**config.mk**
```make
export PLATFORM = sky130hd
export DESIGN_NAME = wb_slot_reserve
export DESIGN_NICKNAME = d
export VERILOG_FILES = /design/src/rtl/wbrt_pkg.sv /design/src/rtl/wb_lat_onehot.sv /design/src/rtl/wb_lane_table.sv /design/src/rtl/wb_slot_reserve.sv
export SDC_FILE = /design/constraint.sdc
export NUM_CORES = 1
export LEC_CHECK = 0
export BUFFER_PORTS_ARGS = -buffer_cell sky130_fd_sc_hd__buf_2
export CAP_MARGIN = 20
export CORE_MARGIN = 2
export CORE_UTILIZATION = 50
export DETAILED_ROUTE_END_ITERATION = 10
export PLACE_DENSITY = 0.8
export SYNTH_ARGS = -nofsm -noshare
export SYNTH_HDL_FRONTEND = slang
export SYNTH_SLANG_ARGS = --single-unit
```
**constraint.sdc**
```tcl
create_clock -name clk -period 3.85 [get_ports clk]
set_clock_uncertainty 0.05 [all_clocks]
set_input_delay 0.5775 -clock clk [delete_from_list [all_inputs] [get_ports clk]]
set_output_delay 0.5775 -clock clk [all_outputs]
set_load 0.05 [all_outputs]
```
**src/rtl/wbrt_pkg.sv**
```systemverilog
package wbrt_pkg;
  localparam int unsigned DEF_LANES   = 4;
  localparam int unsigned DEF_MAX_LAT = 4;

  // width able to carry 0..max_lat+1 so out-of-range codes are representable
  function automatic int unsigned lat_width(input int unsigned max_lat);
    return $clog2(max_lat + 2);
  endfunction
endpackage

```
**src/rtl/wb_lat_onehot.sv**
```systemverilog
module wb_lat_onehot #(
  parameter int unsigned MAX_LAT = 4,
  parameter int unsigned LAT_W   = 3
) (
  input  logic [LAT_W-1:0]   lat_i,
  output logic [MAX_LAT-1:0] onehot_o,
  output logic               in_range_o
);
  // bit k set when the latency equals k+1
  for (genvar k = 0; k < MAX_LAT; k++) begin : g_dec
    assign onehot_o[k] = (lat_i == LAT_W'(k + 1));
  end
  assign in_range_o = |onehot_o;

  always_comb begin
    assert_onehot_R5: assert ($onehot0(onehot_o));
  end
endmodule

```
**src/rtl/wb_lane_table.sv**
```systemverilog
module wb_lane_table #(
  parameter int unsigned MAX_LAT = 4,
  parameter int unsigned LAT_W   = 3
) (
  input  logic             clk,
  input  logic             rst_n,
  input  logic             flush_i,
  input  logic             req_i,
  input  logic [LAT_W-1:0] lat_i,
  output logic             gnt_o
);
  // occ_q[i] : result path busy i+1 cycles ahead; latency MAX_LAT can never be held
  localparam int unsigned DEPTH = MAX_LAT - 1;

  logic [MAX_LAT-1:0] lat_oh;
  logic               lat_ok;
  logic [DEPTH-1:0]   occ_q, occ_d, occ_shift, occ_new;
  logic [MAX_LAT-1:0] occ_view;
  logic               slot_busy;
  logic               occ_en;

  wb_lat_onehot #(.MAX_LAT(MAX_LAT), .LAT_W(LAT_W)) u_dec (
    .lat_i      (lat_i),
    .onehot_o   (lat_oh),
    .in_range_o (lat_ok)
  );

  assign occ_view  = {1'b0, occ_q};
  assign slot_busy = |(lat_oh & occ_view);
  assign gnt_o     = req_i & lat_ok & ~flush_i & ~slot_busy;

  // a booking for latency L lands at index L-2 after this edge's advance
  assign occ_new = lat_oh[MAX_LAT-1:1] & {DEPTH{gnt_o}};

  if (DEPTH > 1) begin : g_shift
    assign occ_shift = {1'b0, occ_q[DEPTH-1:1]};
  end else begin : g_noshift
    assign occ_shift = '0;
  end

  always_comb begin
    occ_en = flush_i | (|occ_q) | gnt_o;
    if (flush_i) occ_d = '0;
    else         occ_d = occ_shift | occ_new;
  end

  always_ff @(posedge clk or negedge rst_n) begin
    if (!rst_n)      occ_q <= '0;
    else if (occ_en) occ_q <= occ_d;
  end

  // no grant without a request
  assert_grant_needs_req_R9: assert property (@(posedge clk) disable iff (!rst_n)
    !req_i |-> !gnt_o);
  // the furthest latency is never held
  assert_max_lat_free_R2: assert property (@(posedge clk) disable iff (!rst_n)
    (req_i && !flush_i && lat_i == LAT_W'(MAX_LAT)) |-> gnt_o);
  // a booked slot refuses the request that points at it
  assert_busy_refused_R3: assert property (@(posedge clk) disable iff (!rst_n)
    (req_i && lat_i >= LAT_W'(1) && lat_i <= LAT_W'(MAX_LAT)
     && occ_view[int'(lat_i) - 1]) |-> !gnt_o);
  // a grant leaves its slot booked one cycle closer
  assert_booking_kept_R3: assert property (@(posedge clk) disable iff (!rst_n)
    (gnt_o && lat_i >= LAT_W'(2)) |=> occ_q[int'($past(lat_i)) - 2]);
  // flush refuses and clears
  assert_flush_refuse_R7: assert property (@(posedge clk) disable iff (!rst_n)
    flush_i |-> !gnt_o);
  assert_flush_clear_R7: assert property (@(posedge clk) disable iff (!rst_n)
    flush_i |=> (occ_q == '0));
  // out-of-range latency is refused
  assert_range_R5: assert property (@(posedge clk) disable iff (!rst_n)
    (lat_i == '0 || lat_i > LAT_W'(MAX_LAT)) |-> !gnt_o);
  // bookings move one step closer each cycle, none lost
  if (DEPTH > 1) begin : g_adv_chk
    assert_advance_R8: assert property (@(posedge clk) disable iff (!rst_n)
      !flush_i |=> ((occ_q[DEPTH-2:0] & $past(occ_q[DEPTH-1:1])) == $past(occ_q[DEPTH-1:1])));
  end
endmodule

```
**src/rtl/wb_slot_reserve.sv**
```systemverilog
module wb_slot_reserve #(
  parameter int unsigned NUM_LANES = wbrt_pkg::DEF_LANES,
  parameter int unsigned MAX_LAT   = wbrt_pkg::DEF_MAX_LAT,
  parameter int unsigned LAT_W     = wbrt_pkg::lat_width(MAX_LAT)
) (
  input  logic                       clk,
  input  logic                       rst_n,
  input  logic                       flush_i,
  input  logic [NUM_LANES-1:0]       req_valid_i,
  input  logic [NUM_LANES*LAT_W-1:0] req_lat_i,
  output logic [NUM_LANES-1:0]       grant_o
);
  // lane l latency at [l*LAT_W +: LAT_W]; R6: one independent table per lane
  for (genvar l = 0; l < NUM_LANES; l++) begin : g_lane
    wb_lane_table #(.MAX_LAT(MAX_LAT), .LAT_W(LAT_W)) u_tab (
      .clk     (clk),
      .rst_n   (rst_n),
      .flush_i (flush_i),
      .req_i   (req_valid_i[l]),
      .lat_i   (req_lat_i[l*LAT_W +: LAT_W]),
      .gnt_o   (grant_o[l])
    );
  end

  assert_no_stray_grant_R9: assert property (@(posedge clk) disable iff (!rst_n)
    ((grant_o & ~req_valid_i) == '0));
endmodule

```
==> impl_metrics.json, run 1 <==
{
  "status": "finished, final reports clean",
  "fillCellCount": 102,
  "async_flop_share_pct": 100.0,
  "seq_area_um2": 300.3,
  "wl_um": 1348,
  "p_int_mw": 0.1821,
  "synth-simple-area-share_pct": 30.06,
  "p_switching_mw": 0.06583,
  "top_register": "g_lane.u_tab.occ_q",
  "drive_gt1_share_pct": 30.11,
  "place_congestion": 0.7434,
  "synth-edff-count": 0,
  "finalSetupViolations": 0,
  "synth_cells": 73,
  "setup_slack_ns": 1.516,
  "pwr-share-comb_pct": 17.7,
  "drt_iter0_markers": 18,
  "first_pass_iters": 4,
  "wl_per_cell_um": 12.60,
  "clock_sinks": 12,
  "synth_most_common_cell": "nor2_1",
  "cts_resized": 0,
  "worst-setup-path-type": "in2out",
  "crit_required_ns": 3.22,
  "grt_pass1_vias": 566,
  "dp_slack_ns": 1.508,
  "path_clk_slew_ns": 0.07,
  "slew_headroom_pct": 82.55,
  "placed_area_um2": 743.2,
  "hold_path.class": "in2async",
  "rsz0062_at_grt": "false",
  "clkPwrFrac_pct": 29.8,
  "timing.final.crit_period_ns": 2.334,
  "clockBufferDepth": 2,
  "yosys_warnings": 0,
  "vdd_ir_drop_max_v": 0.0001646,
  "postCtsSetupRepairBufs": 0,
  "ioPinCount": 23,
  "power_frac_seq_pct": 52.4,
  "synth_compound_area_share_pct": 10.02,
  "syn_area_um2": 649.4,
  "arrival_ns": 1.71,
  "diodes": 0,
  "largestRegisters": "g_lane.u_tab.occ_q x12",
  "cts_root_buf": "clkbuf_4",
  "cellLeakagePower_nw": 0.4067,
  "hold_viol": 0,
  "antenna_found_initial": 0,
  "critPathMostFrequentCell": "buf_2",
  "synth.area.mux_share_pct": 6.166,
  "cts_tree": "done",
  "max_cap_violations": 0,
  "largest_register_ffs": 12,
  "fin_tns_setup_ns": 0,
  "synth_top_cell_area_share_pct": 46.24,
  "fin_area_um2": 765.7,
  "ys_seq_area_share_pct": 46.24,
  "path_delay_family": "simple AND/OR/NAND/NOR gates",
  "core-area_mm2": 0.001156,
  "path_buf_inv": 3,
  "synth_fp_nets": 92,
  "cts-htree-levels": 1,
  "die-height_um": 40.04,
  "ys.flop_type": "dfrtp_1",
  "synth_seq_cells": 12,
  "cp_max_fo": 4,
  "io_buffer_count": 22,
  "synth_cell_types": 14,
  "worstSkewPairLatency_ns": 0.26,
  "place.detailed.hpwl_um": 1053,
  "slew_violations": 0,
  "critPathCaptureType": "output pin",
  "avgSynthCellArea_um2": 8.896,
  "track_usage_pct": 20.52,
  "ant_nets": 0,
  "worstPathCellList": "buf_2 > inv_2 > or4_1 > a31oi_1 > buf_2",
  "layout.nets": 114,
  "grt_pass1_wl_um": 2083,
  "switching_share_pct": 26.55,
  "finalPower_mw": 0.2480,
  "gr-total-overflow": 0,
  "rows": 12,
  "multi_input_area_um2": 300.3,
  "synth_top_area_cell": "dfrtp_1",
  "tightest_slew_ns": 0.2618,
  "slowest_delay_ns": 0.51,
  "num_vias": 595,
  "drcViolationCount": 0,
  "synth_common_cells": "nor2_1, dfrtp_1, a21oi_1",
  "cts_buffers": 3,
  "start_kind": "input pin",
  "area_delta_synth_final_pct": 17.92,
  "grt_max_degree": 13,
  "viasPerCell": 5.561,
  "hold_buffers": 0,
  "die_area_mm2": 0.001603,
  "fmax_mhz": 428.5,
  "synth_xor_xnor_area_share_pct": 0,
  "crit_slowest_cell": "or4_1",
  "synth_top_family_by_area": "simple AND/OR/NAND/NOR gates",
  "start_util_pct": 56.17,
  "synth_fa_ha_area_share_pct": 0,
  "powerDensity_mw_per_mm2": 323.8,
  "post-route-period-util_pct": 60.62,
  "fp.dieW_um": 40.04,
  "synth_area_leaders": "dfrtp_1, nor2_1, a21oi_1"
}
-- path summary, 6_finish.rpt --
kind / start / endpoint / slack [ns] / cells past startpoint
worst min register to register: g_lane[2].u_tab.occ_q[1]$_DFFE_PN0P_ / g_lane[2].u_tab.occ_q[0]$_DFFE_PN0P_ / 0.46 / 2
max in group asynchronous: rst_n / g_lane[3].u_tab.occ_q[2]$_DFFE_PN0P_ / 3.42 / 1
worst max register to register: g_lane[1].u_tab.occ_q[2]$_DFFE_PN0P_ / g_lane[1].u_tab.occ_q[1]$_DFFE_PN0P_ / 3.13 / 2
worst max-delay path: req_lat_i[9] / grant_o[3] / 1.52 / 5
min in group clk: g_lane[2].u_tab.occ_q[1]$_DFFE_PN0P_ / g_lane[2].u_tab.occ_q[0]$_DFFE_PN0P_ / 0.46 / 2
worst min-delay path: rst_n / g_lane[1].u_tab.occ_q[0]$_DFFE_PN0P_ / 0.12 / 1
-- power by group through the flow --
stage	Clock (mW)	Combinational (mW)	Sequential, mW
after global routing	0.0780	0.0485	0.130
after global placement	0	0.0425	0.132
after detailed placement	0	0.0439	0.132
final	0.0740	0.0440	0.130
after CTS	0.0748	0.0441	0.130
after floorplan	0	0.0262	0.132
-- worst register-to-register path, delay by kind of cell (launching register included) --
family          cells  cell delay (ns)
flops               1             0.39
compound gates      1             0.12
simple gates        1             0.05
-- cells in the final DEF, fill, tap and decap left out --
| master | n |
|---|---|
| a21oi_1 | 8 |
| a31oi_1 | 4 |
| and3b_1 | 4 |
| buf_2 | 22 |
| clkbuf_4 | 3 |
| dfrtp_1 | 12 |
| inv_1 | 1 |
| inv_2 | 3 |
| mux2i_1 | 4 |
| nand2_1 | 4 |
| nand2b_1 | 4 |
| nand3b_1 | 4 |
| nor2_1 | 16 |
| or4_1 | 4 |
-- kinds of logic after synthesis --
family / Yosys count
simple gates: 36
compound gates: 12
flops: 12
buf+inv: 9
mux: 4
-- per-stage QoR --
step	utilization, %	cells	hold slack, ns
2_1_floorplan	-	73	0.2319
3_3_place_gp	64.29	104	0.4140
3_5_place_dp	64.29	104	0.4179
4_1_cts	66.23	107	0.1245
5_1_grt	66.23	107	0.1397
6_report	66.23	107	0.1211
-- area by class of cell --
type | instances | share of cell area (%)
Sequential cell | 12 | 39.22
Inverter | 4 | 1.961
Timing Repair Buffer | 22 | 14.38
Multi-Input combinational cell | 52 | 39.22
Clock buffer | 3 | 2.941
Tap cell | 14 | 2.288
-- layer usage --
metal	global-route usage [%]	up-vias	part of all wire, %
li1	-	291	-
met1	19.64	277	42
met2	38.71	23	50
met3	3.889	4	5.8
met4	13.79	0	1.7
met5	0	-	0
No activity file was read; power rests on OpenSTA's default activity.
==> inputs of run 2 (changes only) <==
- ABC_AREA: unset -> 1
- PLACE_DENSITY: 0.8 -> 0.76
- clock period: 3.85 -> 2.3 ns (I/O delays scaled with it)
==> run 2 against run 1 <==
Against the previous run: total power grew 93%; synthesized cell count rose by 84%; sequential share of layout area decreased by 9.6 points; synthesized area up 35%; non-clock buffer count is 1 higher; final area increased by 33%; first-iteration DRC count down 61%; clock-buffer cell count up 1; sequential power increased by 65%; register-to-register slack worse by 1.9 ns.
==> impl_metrics.json, run 2 <==
{
  "status": "finished, final reports clean",
  "largestRegisters": "g_lane.u_tab.occ_q x12",
  "track_usage_pct": 18.46,
  "dp.cells": 168,
  "drt_iter0_markers": 7,
  "async_flop_share_pct": 100.0,
  "antenna_found_initial": 0,
  "tightest_slew_ns": 0.2733,
  "fillCellCount": 167,
  "area_delta_synth_final_pct": 15.53,
  "rows": 15,
  "finalNonFillerCells": 173,
  "ioPinCount": 23,
  "gr-total-overflow": 0,
  "post-route-util_pct": 60.07,
  "avgSynthCellArea_um2": 6.555,
  "cts_tree": "done",
  "synth_area_leaders": "dfrtp_1, inv_1, nand3_1",
  "fp.dieW_um": 45.91,
  "start_util_pct": 52.00,
  "worstSkewPairLatency_ns": 0.27,
  "slew_headroom_pct": 81.78,
  "synth_seq_cells": 12,
  "place.detailed.hpwl_um": 1334,
  "finalSetupViolations": 0,
  "first_pass_iters": 4,
  "wl_um": 1658,
  "switching_share_pct": 29.00,
  "cts_buffers": 3,
  "synth_common_cells": "inv_1, nand2_1, nand3_1",
  "yosys_warnings": 0,
  "fmax_mhz": 575.2,
  "largest_register_ffs": 12,
  "ys_seq_area_share_pct": 34.19,
  "grt_pass1_wl_um": 2856,
  "worst-setup-path-type": "reg2out",
  "clock_sinks": 12,
  "final_common_cell": "inv_1",
  "path_clk_slew_ns": 0.08,
  "io_buffer_count": 22,
  "critPathCaptureType": "output pin",
  "top_register": "g_lane.u_tab.occ_q",
  "ant_nets": 0,
  "cts-htree-levels": 1,
  "place_congestion": 0.7787,
  "max_cap_violations": 0,
  "post-route-period-util_pct": 75.59,
  "cts_resized": 0,
  "slew_violations": 0,
  "finalPower_mw": 0.4795,
  "synth_top_area_cell": "dfrtp_1",
  "power_frac_seq_pct": 44.6,
  "synth_most_common_cell": "inv_1",
  "seq_area_um2": 300.3,
  "p_int_mw": 0.3404,
  "crit_required_ns": 1.90,
  "multi_input_area_um2": 397.9,
  "cp_max_fo": 3,
  "core-area_mm2": 0.001689,
  "synth_cells": 134,
  "syn_area_um2": 878.3,
  "synth-edff-count": 0,
  "grt_pass1_vias": 737,
  "ys.flop_type": "dfrtp_1",
  "die-height_um": 45.91,
  "vdd_ir_drop_max_v": 0.0004263,
  "p_switching_mw": 0.1391,
  "die_area_mm2": 0.002108,
  "drive_gt1_share_pct": 25.00,
  "placed_area_um2": 968.4,
  "clockBufferDepth": 2,
  "layout_common_cells": "inv_1, buf_2, nand2_1, nand3_1, dfrtp_1",
  "synth_top_cell_area_share_pct": 34.19,
  "wl_per_cell_um": 9.584,
  "diodes": 0,
  "hold_path.class": "in2reg",
  "timing.final.crit_period_ns": 1.739,
  "postCtsSetupRepairBufs": 0,
  "drcViolationCount": 0,
  "arrival_ns": 1.34,
  "clkPwrFrac_pct": 35.2,
  "rsz0062_at_grt": "false",
  "pwr-share-comb_pct": 20.3,
  "start_kind": "flop",
  "powerDensity_mw_per_mm2": 472.6,
  "fin_tns_setup_ns": 0,
  "grt_max_degree": 13,
  "hold_viol": 0,
  "layout.nets": 176,
  "synth_fp_nets": 153,
  "viasPerCell": 4.954,
  "fin_area_mm2": 0.001015,
  "cts_root_buf": "clkbuf_4",
  "synth_cell_types": 17,
  "cellLeakagePower_nw": 0.5833,
  "num_vias": 857
}
## run 2: cell count changes in the layout (fill, tap and decap cells not counted), moves of 5 or more
cell,before,now
inv_1,1,33
nand2_1,4,18
nand3_1,0,16
nor2_1,16,11
nor3_1,0,7
## run 2: layer usage
metal	vias to the layer above	track usage [%]	wire length (µm)
met4	0	3.429	0
met1	388	21.64	765
met5	-	0	0
met2	14	33.61	837
li1	455	-	-
met3	0	4.762	55
## run 2: layout make-up
cell class	count	area share (%)
clock buffers	4	3.576
repair buffers	23	11.84
well taps	17	2.096
inverters	37	13.69
multi-input cells	80	39.21
flip-flops and latches	12	29.59
## run 2: repair_timing
| item | 4_1_cts | 5_1_grt |
|---|---|---|
| endpoints found under the hold margin | 12 | 0 |
| hold buffers | 1 | 0 |
| endpoints found under the setup margin | 0 | 0 |
## run 2: power by group through the flow
| stage | Clock, mW | Combinational (mW) | Sequential, mW |
|---|---|---|---|
| 3_3_place_gp | 0 | 0.0918 | 0.218 |
| 6_report | 0.169 | 0.0972 | 0.214 |
| 5_1_grt | 0.181 | 0.111 | 0.214 |
| 4_1_cts | 0.174 | 0.0978 | 0.214 |
| 3_5_place_dp | 0 | 0.0963 | 0.218 |
| 2_1_floorplan | 0 | 0.0631 | 0.218 |
## run 2: stage by stage
stage               worst slack [ns]  hold slack (ns)
finish                        0.5614           0.3322
global placement              0.6923           0.1880
global route                  0.4329           0.3526
floorplan                     0.8581       -0.0005911
CTS                           0.5431           0.3290
detailed placement            0.6508           0.1890
## run 2: final timing paths
path / startpoint / slack (ns) / cells after the start / endpoint
worst max register to register: g_lane[0].u_tab.occ_q[0]$_DFFE_PN0P_ / 1.25 / 7 / g_lane[0].u_tab.occ_q[1]$_DFFE_PN0P_
worst max-delay path: g_lane[1].u_tab.occ_q[0]$_DFFE_PN0P_ / 0.56 / 8 / grant_o[1]
min in group asynchronous: rst_n / 0.42 / 2 / g_lane[3].u_tab.occ_q[0]$_DFFE_PN0P_
worst min-delay path: req_lat_i[11] / 0.33 / 3 / g_lane[3].u_tab.occ_q[2]$_DFFE_PN0P_
max in group asynchronous: rst_n / 1.55 / 2 / g_lane[1].u_tab.occ_q[2]$_DFFE_PN0P_
worst min register to register: g_lane[0].u_tab.occ_q[1]$_DFFE_PN0P_ / 0.46 / 2 / g_lane[0].u_tab.occ_q[0]$_DFFE_PN0P_
## run 2: worst max-delay path, cell delays in order (launching register included)
cell and delay, ns:
dfrtp_1 0.36, nand2_1 0.06, inv_1 0.03, nand2_1 0.07, nand2_2 0.06, nor2_4 0.09
inv_1 0.07, nor2_1 0.08, buf_2 0.26
## run 2: cells by family after synthesis
family / synth area share, %
compound gates: 6.838
buf+inv: 20.51
flops: 34.19
simple gates: 38.46
==> inputs of run 3 (changes only) <==
- ABC_AREA: 1 -> 0
- CORE_UTILIZATION: 50 -> 47
- clock period: 2.3 -> 1.77 ns (I/O delays scaled with it)
==> run 3 against run 2 <==
Against the previous run: critical path depth shrank 5; sequential power increased by 32%; utilization rose by 1.5 points; global-route usage fell by 3.1 points; clock power grew 22%.
==> impl_metrics.json, run 3 (same netlist as run 1, synthesis figures left out) <==
{
  "slew_violations": 0,
  "postCtsSetupRepairBufs": 0,
  "top_register": "g_lane.u_tab.occ_q",
  "die_area_mm2": 0.001695,
  "path_clk_slew_ns": 0.07,
  "gr-total-overflow": 0,
  "largestRegisters": "g_lane.u_tab.occ_q x12",
  "tightest_slew_ns": 0.2614,
  "diodes": 0,
  "cts_root_buf": "clkbuf_4",
  "drt_iter0_markers": 3,
  "cp-endpoint": "grant_o[1]",
  "clock_sinks": 12,
  "top_layer_used": "met4",
  "finalNonFillerCells": 110,
  "max_cap_violations": 0,
  "startpoint": "g_lane[1].u_tab.occ_q[0]$_DFFE_PN0P_",
  "powerDensity_mw_per_mm2": 735.7,
  "finalPower_mw": 0.5891,
  "hold_viol": 0,
  "layout_common_cells": "buf_2, nor2_1, dfrtp_1, a21oi_1",
  "dp.cells": 105,
  "post-route-period-util_pct": 96.93,
  "place.detailed.hpwl_um": 982,
  "arrival_ns": 1.40,
  "timing.final.crit_period_ns": 1.716,
  "rr_endpoint": "g_lane[2].u_tab.occ_q[1]$_DFFE_PN0P_",
  "finalSetupViolations": 0,
  "core-area_mm2": 0.001301,
  "area_delta_synth_final_pct": 23.31,
  "vdd_ir_drop_max_v": 0.0005588,
  "wl_per_cell_um": 11.35,
  "rows": 13,
  "die-height_um": 41.17,
  "first_pass_iters": 3,
  "fmax_mhz": 582.9,
  "slew_headroom_pct": 82.58,
  "route.met3.wl_um": 45,
  "start_kind": "flop",
  "worst-setup-path-type": "reg2out",
  "cellLeakagePower_nw": 0.4183,
  "critPathCaptureType": "output pin",
  "viasPerCell": 5.027,
  "fin_area_um2": 800.8,
  "num_vias": 553,
  "clockBufferDepth": 2,
  "status": "finished, final reports clean",
  "grt_pass1_vias": 426,
  "fp.dieW_um": 41.17,
  "largest_register_ffs": 12,
  "io_buffer_count": 22,
  "ant_nets": 0,
  "final_common_cell": "buf_2",
  "ioPinCount": 23,
  "worstSkewPairLatency_ns": 0.26,
  "crit_required_ns": 1.45,
  "r2r_cells": 2,
  "rsz0062_at_grt": "true",
  "r2r_slack_ns": 1.04,
  "post-route-util_pct": 61.54,
  "grt_max_degree": 13,
  "cts_tree": "done",
  "grt_pass1_wl_um": 1649,
  "layout.nets": 115,
  "cts-htree-levels": 1,
  "place_congestion": 0.8196,
  "wl_um": 1249,
  "r2r-start": "g_lane[2].u_tab.occ_q[2]$_DFFE_PN0P_",
  "cp_max_fo": 1,
  "drt-met1-wl_um": 610,
  "placed_area_um2": 744.5,
  "hold_path.class": "in2reg",
  "dr_wl_met2_um": 584,
  "drive_gt1_share_pct": 30.53,
  "cts_buffers": 3,
  "antenna_found_initial": 0,
  "drcViolationCount": 0,
  "start_util_pct": 49.90,
  "track_usage_pct": 15.34
}
==> run 3: what timing repair did <==
| item | CTS | global route |
|---|---|---|
| resized for setup | 3 | 2 |
| hold buffers | 1 | 0 |
| hold endpoints to repair | 12 | 0 |
| endpoints found under the setup margin | 3 | 3 |
| pin swaps | 2 | 3 |
==> run 3: worst min-delay path by stage <==
| stage | startpoint | end | depth (start not counted) |
|---|---|---|---|
| after CTS | req_lat_i[8] | g_lane[2].u_tab.occ_q[2]$_DFFE_PN0P_ | 3 |
| final | req_lat_i[2] | g_lane[0].u_tab.occ_q[2]$_DFFE_PN0P_ | 3 |
| after global routing | req_lat_i[2] | g_lane[0].u_tab.occ_q[2]$_DFFE_PN0P_ | 3 |
| after detailed placement | rst_n | g_lane[0].u_tab.occ_q[1]$_DFFE_PN0P_ | 1 |
| after global placement | rst_n | g_lane[3].u_tab.occ_q[1]$_DFFE_PN0P_ | 1 |
| after floorplan | rst_n | g_lane[0].u_tab.occ_q[0]$_DFFE_PN0P_ | 0 |
==> run 3: through the flow <==
| stage | hold slack (ns) | setup TNS [ns] | setup slack, ns |
|---|---|---|---|
| 6_report | 0.2135 | 0 | 0.05431 |
| 2_1_floorplan | -0.08009 | 0 | 0.2630 |
| 4_1_cts | 0.2103 | 0 | 0.006695 |
| 3_5_place_dp | 0.1022 | 0 | 0.06637 |
| 3_3_place_gp | 0.1026 | 0 | 0.07196 |
| 5_1_grt | 0.2108 | -0.004996 | -0.004996 |
==> run 3: layout make-up <==
cell class / instances / area, µm²
Multi-Input combinational cell: 52 / 300.3
Inverter: 4 / 15.01
Fill cell: 113 / 500.5
Clock buffer: 4 / 36.28
Timing Repair Buffer: 23 / 130.1
Sequential cell: 12 / 300.3
Tap cell: 15 / 18.77
==> run 3: worst max-delay path, stage by stage (launching register included) <==
cell,delay (ns)
dfrtp_1,0.37
or4_1,0.41
a31oi_1,0.15
buf_4,0.22
==> run 3: power by group <==
part	internal (mW)	switching, mW
clock network	0.125	0.0828
registers	0.280	0.00270
logic	0.0411	0.0577
total	0.446	0.143
==> run 3: routing by layer <==
layer | up-vias | GRT usage, %
li1 | 289 | -
met1 | 253 | 19.86
met5 | - | 0
met3 | 2 | 3.261
met4 | 0 | 7.258
met2 | 9 | 24.22
